--- src/rtl/pirq_pkg.sv ---
package pirq_pkg;
  localparam int WORD_W  = 32;
  localparam int GRP_W   = 2;   // up to four 32-line groups
  localparam int ADDR_W  = 4;   // window bit plus three offset bits

  typedef struct packed {
    logic             cpu;      // addressed core window
    logic [GRP_W-1:0] grp;      // input group addressed
    logic             enWr;     // write strobe for an enable word
    logic             rdReq;    // read request this cycle
    logic             rdStatus; // read selects a status word
    logic             rdHit;    // read targets a mapped word
  } strobe_t;
endpackage

--- src/rtl/pirq_decode.sv ---
module pirq_decode
  import pirq_pkg::*;
#(
  parameter int NUM_IRQ = 64,
  parameter int NUM_CPU = 2
) (
  input  logic              busSel,
  input  logic              busWr,
  input  logic [ADDR_W-1:0] busAddr,
  output strobe_t           stb
);
  localparam int GROUPS = NUM_IRQ / WORD_W;

  int  offs;
  int  rel;
  logic inWindow;
  logic isEn;
  logic isSt;

  always_comb begin
    offs     = int'(busAddr[2:0]);
    inWindow = (int'(busAddr[3]) < NUM_CPU);
    isEn     = (offs < GROUPS);
    isSt     = (offs >= GROUPS) && (offs < 2 * GROUPS);
    rel      = isEn ? offs : (isSt ? offs - GROUPS : GROUPS - 1);

    stb          = '0;
    stb.cpu      = busAddr[3];
    stb.grp      = GRP_W'(GROUPS - 1 - rel);
    stb.enWr     = busSel && busWr && inWindow && isEn;
    stb.rdReq    = busSel && !busWr;
    stb.rdStatus = isSt;
    stb.rdHit    = inWindow && (isEn || isSt);
  end
endmodule

--- src/rtl/pirq_datapath.sv ---
module pirq_datapath
  import pirq_pkg::*;
#(
  parameter int NUM_IRQ = 64,
  parameter int NUM_CPU = 2
) (
  input  logic                       clk,
  input  logic                       rstN,
  input  logic [NUM_IRQ-1:0]         irqIn,
  input  strobe_t                    stb,
  input  logic [WORD_W-1:0]          busWdata,
  output logic [WORD_W-1:0]          busRdata,
  output logic [NUM_CPU-1:0]         cpuIrq,
  output logic [NUM_CPU*NUM_IRQ-1:0] enState
);
  localparam int GROUPS = NUM_IRQ / WORD_W;

  logic [NUM_IRQ-1:0] syncA;
  logic [NUM_IRQ-1:0] syncB;
  logic [NUM_IRQ-1:0] enReg  [NUM_CPU];
  logic [NUM_IRQ-1:0] status [NUM_CPU];
  logic [NUM_IRQ-1:0] selVec;
  logic [WORD_W-1:0]  selWord;

  always_ff @(posedge clk) begin
    if (!rstN) begin
      syncA <= '0;
      syncB <= '0;
    end else begin
      syncA <= irqIn;
      syncB <= syncA;
    end
  end

  for (genvar c = 0; c < NUM_CPU; c++) begin : g_cpu
    always_ff @(posedge clk) begin
      if (!rstN) begin
        enReg[c] <= '0;
      end else if (stb.enWr && (int'(stb.cpu) == c)) begin
        for (int g = 0; g < GROUPS; g++) begin
          if (int'(stb.grp) == g) enReg[c][g*WORD_W +: WORD_W] <= busWdata;
        end
      end
    end

    assign status[c] = syncB & enReg[c];
    assign enState[c*NUM_IRQ +: NUM_IRQ] = enReg[c];

    always_ff @(posedge clk) begin
      if (!rstN) cpuIrq[c] <= 1'b0;
      else       cpuIrq[c] <= |status[c];
    end
  end

  always_comb begin
    selVec  = '0;
    selWord = '0;
    for (int c = 0; c < NUM_CPU; c++) begin
      if (int'(stb.cpu) == c) selVec = stb.rdStatus ? status[c] : enReg[c];
    end
    for (int g = 0; g < GROUPS; g++) begin
      if (int'(stb.grp) == g) selWord = selVec[g*WORD_W +: WORD_W];
    end
  end

  always_ff @(posedge clk) begin
    if (!rstN)          busRdata <= '0;
    else if (stb.rdReq) busRdata <= stb.rdHit ? selWord : '0;
  end
endmodule

--- src/rtl/pirq_agg.sv ---
module pirq_agg
  import pirq_pkg::*;
#(
  parameter int NUM_IRQ = 64,
  parameter int NUM_CPU = 2
) (
  input  logic               clk,
  input  logic               rstN,
  input  logic [NUM_IRQ-1:0] irqIn,
  input  logic               busSel,
  input  logic               busWr,
  input  logic [3:0]         busAddr,
  input  logic [31:0]        busWdata,
  output logic [31:0]        busRdata,
  output logic [NUM_CPU-1:0] cpuIrq
);
  strobe_t                    stb;
  logic [NUM_CPU*NUM_IRQ-1:0] enState;

  pirq_decode #(.NUM_IRQ(NUM_IRQ), .NUM_CPU(NUM_CPU)) u_decode (
    .busSel (busSel),
    .busWr  (busWr),
    .busAddr(busAddr),
    .stb    (stb)
  );

  pirq_datapath #(.NUM_IRQ(NUM_IRQ), .NUM_CPU(NUM_CPU)) u_dp (
    .clk     (clk),
    .rstN    (rstN),
    .irqIn   (irqIn),
    .stb     (stb),
    .busWdata(busWdata),
    .busRdata(busRdata),
    .cpuIrq  (cpuIrq),
    .enState (enState)
  );
endmodule

--- config.mk ---
export PLATFORM = sky130hd
export DESIGN_NAME = pirq_agg
export DESIGN_NICKNAME = d
export VERILOG_FILES = /design/src/rtl/pirq_pkg.sv /design/src/rtl/pirq_decode.sv /design/src/rtl/pirq_datapath.sv /design/src/rtl/pirq_agg.sv
export SDC_FILE = /design/constraint.sdc
export NUM_CORES = 1
export LEC_CHECK = 0
export CAP_MARGIN = 20
export CORE_AREA = 4 4 160 162
export CTS_CLUSTER_DIAMETER = 50
export DETAILED_ROUTE_END_ITERATION = 16
export DIE_AREA = 0 0 164 166
export GPL_ROUTABILITY_DRIVEN = 0
export HOLD_SLACK_MARGIN = 0.03
export PLACE_DENSITY = 0.69
export SLEW_MARGIN = 30
export SYNTH_ARGS = -nofsm -noshare
export SYNTH_HDL_FRONTEND = slang
export SYNTH_SLANG_ARGS = --single-unit
--- constraint.sdc ---
create_clock -name clk -period 9.65 [get_ports clk]
set_input_delay 2.4125 -clock clk [delete_from_list [all_inputs] [get_ports clk]]
set_output_delay 2.4125 -clock clk [all_outputs]
set_load 0.05 [all_outputs]
### Word level (Yosys, flattened, before mapping)

Memories as Yosys holds them, arrays and structs flattened.
Index checks and enable logic that the tools add are counted.

| storage, ports and cells | value |
|---|---|
| register bits after elaboration | 162 |
| RAM bits | 128 |
| input bits | 104 |
| output and inout bits | 34 |
| word-level logic and storage cells | 57 |
| memories | 1 |

| cells by class | value |
|---|---|
| add/subtract/negate cells | 2 |
| $lt $le $gt $ge | 3 |
| equality and inequality tests | 1 |
| muxes and demuxes | 27 |
| bitwise gates (word level) | 7 |
| reductions and logical operators | 11 |

Memory list:

| memory | words | bits a word | rd ports | clocked after Yosys merged registers in | wr ports | RTL line | text |
|---|---|---|---|---|---|---|---|
| u_dp.enReg | 2 | 64 | 2 | 0 | 2 | pirq_datapath.sv:20 | `logic [NUM_IRQ-1:0] enReg [NUM_CPU];` |

Operator list:

| cell | count |
|---|---|
| two-way mux 32 bit | 7 |
| two-way mux 64 bit | 3 |
| bitwise AND 64 bit | 2 |
| OR reduction 64 bit | 2 |
| two-way mux 1 bit | 15 |
| logical AND 1 bit | 6 |
| two-way mux 2 bit | 2 |
| bitwise OR 1 bit | 4 |
| greater-or-equal comparator 3 x 2 -> 1 bit, second input constant | 1 |
| less-than comparator 3 x 2 -> 1 bit, second input constant | 1 |
| less-than comparator 3 bit, second input constant | 1 |
| equality test 2 bit, second input constant | 1 |
| zero test 2 bit | 1 |
| subtractor 2 bit, first input constant | 1 |
| subtractor 2 bit, second input constant | 1 |
| zero test 1 bit | 1 |
| logical OR 1 bit | 1 |
| inverter 1 bit | 1 |

### Longest topological paths before layout

| logic depth | value |
|---|---|
| depth after elaboration | 11 |
| depth in mapped cells | 7 |
| gate-level depth less buffers | 5 |

### Hierarchy

From an unflattened synthesis, not the netlist that was laid out.

| unflattened totals | value |
|---|---|
| cell total of the unflattened synthesis | 980 |
| area, all modules | 11608.6 sq um |

By module, submodules not included:

| module | times used | cells each | area each (sq um) | sequential area each (sq um) |
|---|---|---|---|---|
| pirq_datapath | 1 | 971 | 11547.3 | 7086.8 |
| pirq_decode | 1 | 9 | 61.3 | 0.0 |

### Worst setup path before layout

Ideal clock, no wire load.

| timing path | value |
|---|---|
| kind | input port to flip-flop |
| from | in busAddr[3] |
| to | mem u_dp.enReg[0][32] (enable) |
| setup time | 0.511 ns |
| data arrival time | 6.145 ns |
| data required time | 9.139 ns |
| setup slack | 2.995 ns |
| stages | 3 |
| path through | buf_2 -> buf_2 -> o41ai_1 |

RTL lines:

| what | RTL line | text |
|---|---|---|
| from (decl) | pirq_agg.sv:12 | `input logic [3:0] busAddr,` |
| to (decl) | pirq_datapath.sv:20 |  |

==> summary.txt <==
setup violators final - 0
Critical Path RT - 9.84 ns
Setup TNS Final - 0 ns
Root Buffer - clkbuf_16
placed insts - 1344
CP Launch Point - busAddr[3]
Die Span X - 164 um
Area Overhead vs Synth - 23.6%
Routed WL - 31300 um
post-layout instance area - 0.0141 mm2
DRT Pass-1 Iters - 5
Port Buf Inserts - 137
Worst EP arrival - 4.49 ns
ANT cells - 0
largest net degree at the start of global routing - 163
# rows - 57
leakage power figure - 5.02 nW
sequential element share of the synthesized area - 0.621
Setup Crit Path Kind - primary input to flip-flop
Syn Inst Count - 931
clock buffer count from CTS - 31
clk slew on worst S/H paths - 0.06 ns
Worst Hold Path EP - u_dp.syncB[50]$_SDFF_PN0_
synth cell count leaders - 256 x and2_1, 162 x dfxtp_1, 128 x edfxtp_1, 60 x a22oi_1, 34 x nand2b_1
first-pass GRT wire length - 47300 um
vias in the first global route - 7724
Async SR Flop Fraction - 0
outcome - completed
Max FO, Critical Path - 52
worst min path class - flip-flop to flip-flop
final HPWL from detailed placement - 21400 um
DRC viols - 0
die height - 166 um
warning count from the yosys run - 0
fmax - 233 MHz
CTS Hold Buffers Added - 0
top-count cell post-synth - and2_1
internal reg-to-reg setup slack - 7.70 ns
Synth Area per Inst - 12.2 um2
FF-to-FF End - u_dp.cpuIrq[1]$_SDFF_PN0_
min Tclk post-route - 4.30 ns
worst stage delay on the critical path - 0.64 ns
CTS sink count - 290
Unique masters post-synth - 28
Slew Limit Fails - 0
CTS tree - yes
I/O pin count - 138
RR Startpoint - u_dp.enReg[1][61]$_SDFFCE_PN0P_
post-cts sizing count - 0
final non-filler cell total - 1402
Fin. Hold Viols - 0
vias - 7994
WL/cell - 22.3 um
buffers plus inverters on the worst setup path - 3
RSZ-0062 raised after global routing - false
Hold Path Depth - 1
Post-synth EDFFs - 128
Clock Path Buffers - 3
post-synth top area cell - edfxtp_1
post-CTS repair timing setup buffer count - 0
cell count of the worst reg-to-reg path - 5
crit path launch type - primary input
Synth Register Bits - 290
die area - 0.0272 mm2
core box area - 0.0241 mm2
Setup Skew - 0.0136 ns
Post-Syn Area - 0.0114 mm2
dpl cell area - 0.0130 mm2
Synth Net Count - 1035
later-pin clock latency in the skew report - 0.56 ns
power density over the cells - 197 mW/mm2
most used cell, CP - buf_4
Initial Util - 0.473
crit-path cells - buf_4, buf_4, o21ai_0, o21ai_2, buf_4
max-cap check violation count - 0
initial DRC count - 732
GRT Total Usage - 0.228
NumNets Final - 1157
hold_sp - u_dp.syncA[50]$_SDFF_PN0_
initial antenna violation count - 0
Synth Flop Type - dfxtp_1
element type at the critical path end - flip-flop
Overflow after GRT - 0
Worst Max-Slew Pin Slew - 0.833 ns
Synth area leaders - edfxtp_1 34%, dfxtp_1 28%, and2_1 14%
share of cells above drive strength 1 - 0.103
top cell type's share of synthesized area - 0.337
part of the cycle the worst path needs - 0.445
Antenna Violating Nets Remaining - 0
Slew headroom - 0.444
Slowest-stage cell, CP - buf_4
PnR Total Power - 2.78 mW
H-tree levels - 1
vias per std cell - 5.70
CP top delay family - buffers and inverters
maximum ir drop on the vdd rail - 0.000112 V
[area by class of cell]
type	instances	area, um2
Fill cell	2077	10000
Sequential cell	290	7090
Multi-Input combinational cell	579	4080
Timing Repair Buffer	151	1470
Clock buffer	47	960
Tap cell	324	405
Clock inverter	11	92.6
[sequential cells by signal, summed over array words and instances (netlist names)]
register / flops
u_dp.syncB: 64
u_dp.syncA: 64
u_dp.busRdata: 32
u_dp.enReg: 128
u_dp.cpuIrq: 2
[cell usage in the layout, fill, tap and decap left out, drive strengths merged, types with 6 or more instances in the layout]
master / synthesis / routed
and2: 256 / 256
dfxtp: 162 / 162
clkdlybuf4s50: 0 / 134
edfxtp: 128 / 128
a22oi: 60 / 60
clkbuf: 45 / 47
o21ai: 35 / 35
nand2b: 34 / 34
o221ai: 32 / 32
mux2: 32 / 32
o211ai: 32 / 32
nor2b: 32 / 32
a22o: 18 / 18
a221oi: 18 / 18
buf: 17 / 17
nand4: 11 / 11
clkinv: 0 / 6
[power by group]
group	internal, mW	switching, mW	total, mW
Clock	0.693	0.483	1.18
Sequential	1.34	0.0460	1.39
Combinational	0.104	0.113	0.218
[worst max path at each step]
stage / cells after the start / end / slack (ns)
3_3_place_gp: 5 / u_dp.enReg[1][9]$_SDFFCE_PN0P_ / 4.86
3_5_place_dp: 5 / u_dp.enReg[1][9]$_SDFFCE_PN0P_ / 4.81
4_1_cts: 1 / busRdata[21] / 5.34
5_1_grt: 5 / u_dp.enReg[1][11]$_SDFFCE_PN0P_ / 5.24
2_1_floorplan: 3 / u_dp.enReg[0][32]$_SDFFCE_PN0P_ / 2.99
6_report: 5 / u_dp.enReg[1][20]$_SDFFCE_PN0P_ / 5.35
[kinds of logic (layout without fill, tap and decap cells)]
family                 after synthesis  count (layout)  synth area share
buffers and inverters               62             209            0.0251
AND/OR/NAND/NOR                    348             348             0.191
flip-flops                         290             290             0.621
AO/OA/AOI/OAI                      199             199             0.131
multiplexers                        32              32            0.0316
[worst register-to-register path, delay by kind of cell, from the launching register on]
| family | cells | cell delay, ns |
|---|---|---|
| AO/OA/AOI/OAI | 3 | 0.94 |
| flip-flops | 1 | 0.49 |
| AND/OR/NAND/NOR | 2 | 0.37 |
[layer usage]
metal | track usage | wire length (um)
met5 | 0 | 0
met4 | 0.0762 | 1120
met3 | 0.0387 | 2920
met2 | 0.356 | 14600
met1 | 0.322 | 12600
[per-stage QoR]
| stage | utilization | hold WS, ns | setup slack, ns |
|---|---|---|---|
| global route | 0.585 | 0.444 | 5.24 |
| CTS | 0.585 | 0.430 | 5.34 |
| detailed placement | 0.541 | 0.417 | 4.81 |
| global placement | 0.541 | 0.416 | 4.86 |
| finish | 0.585 | 0.428 | 5.35 |
| floorplan | - | 0.412 | 2.99 |
Note: power is estimated with default switching activity, not from simulation.
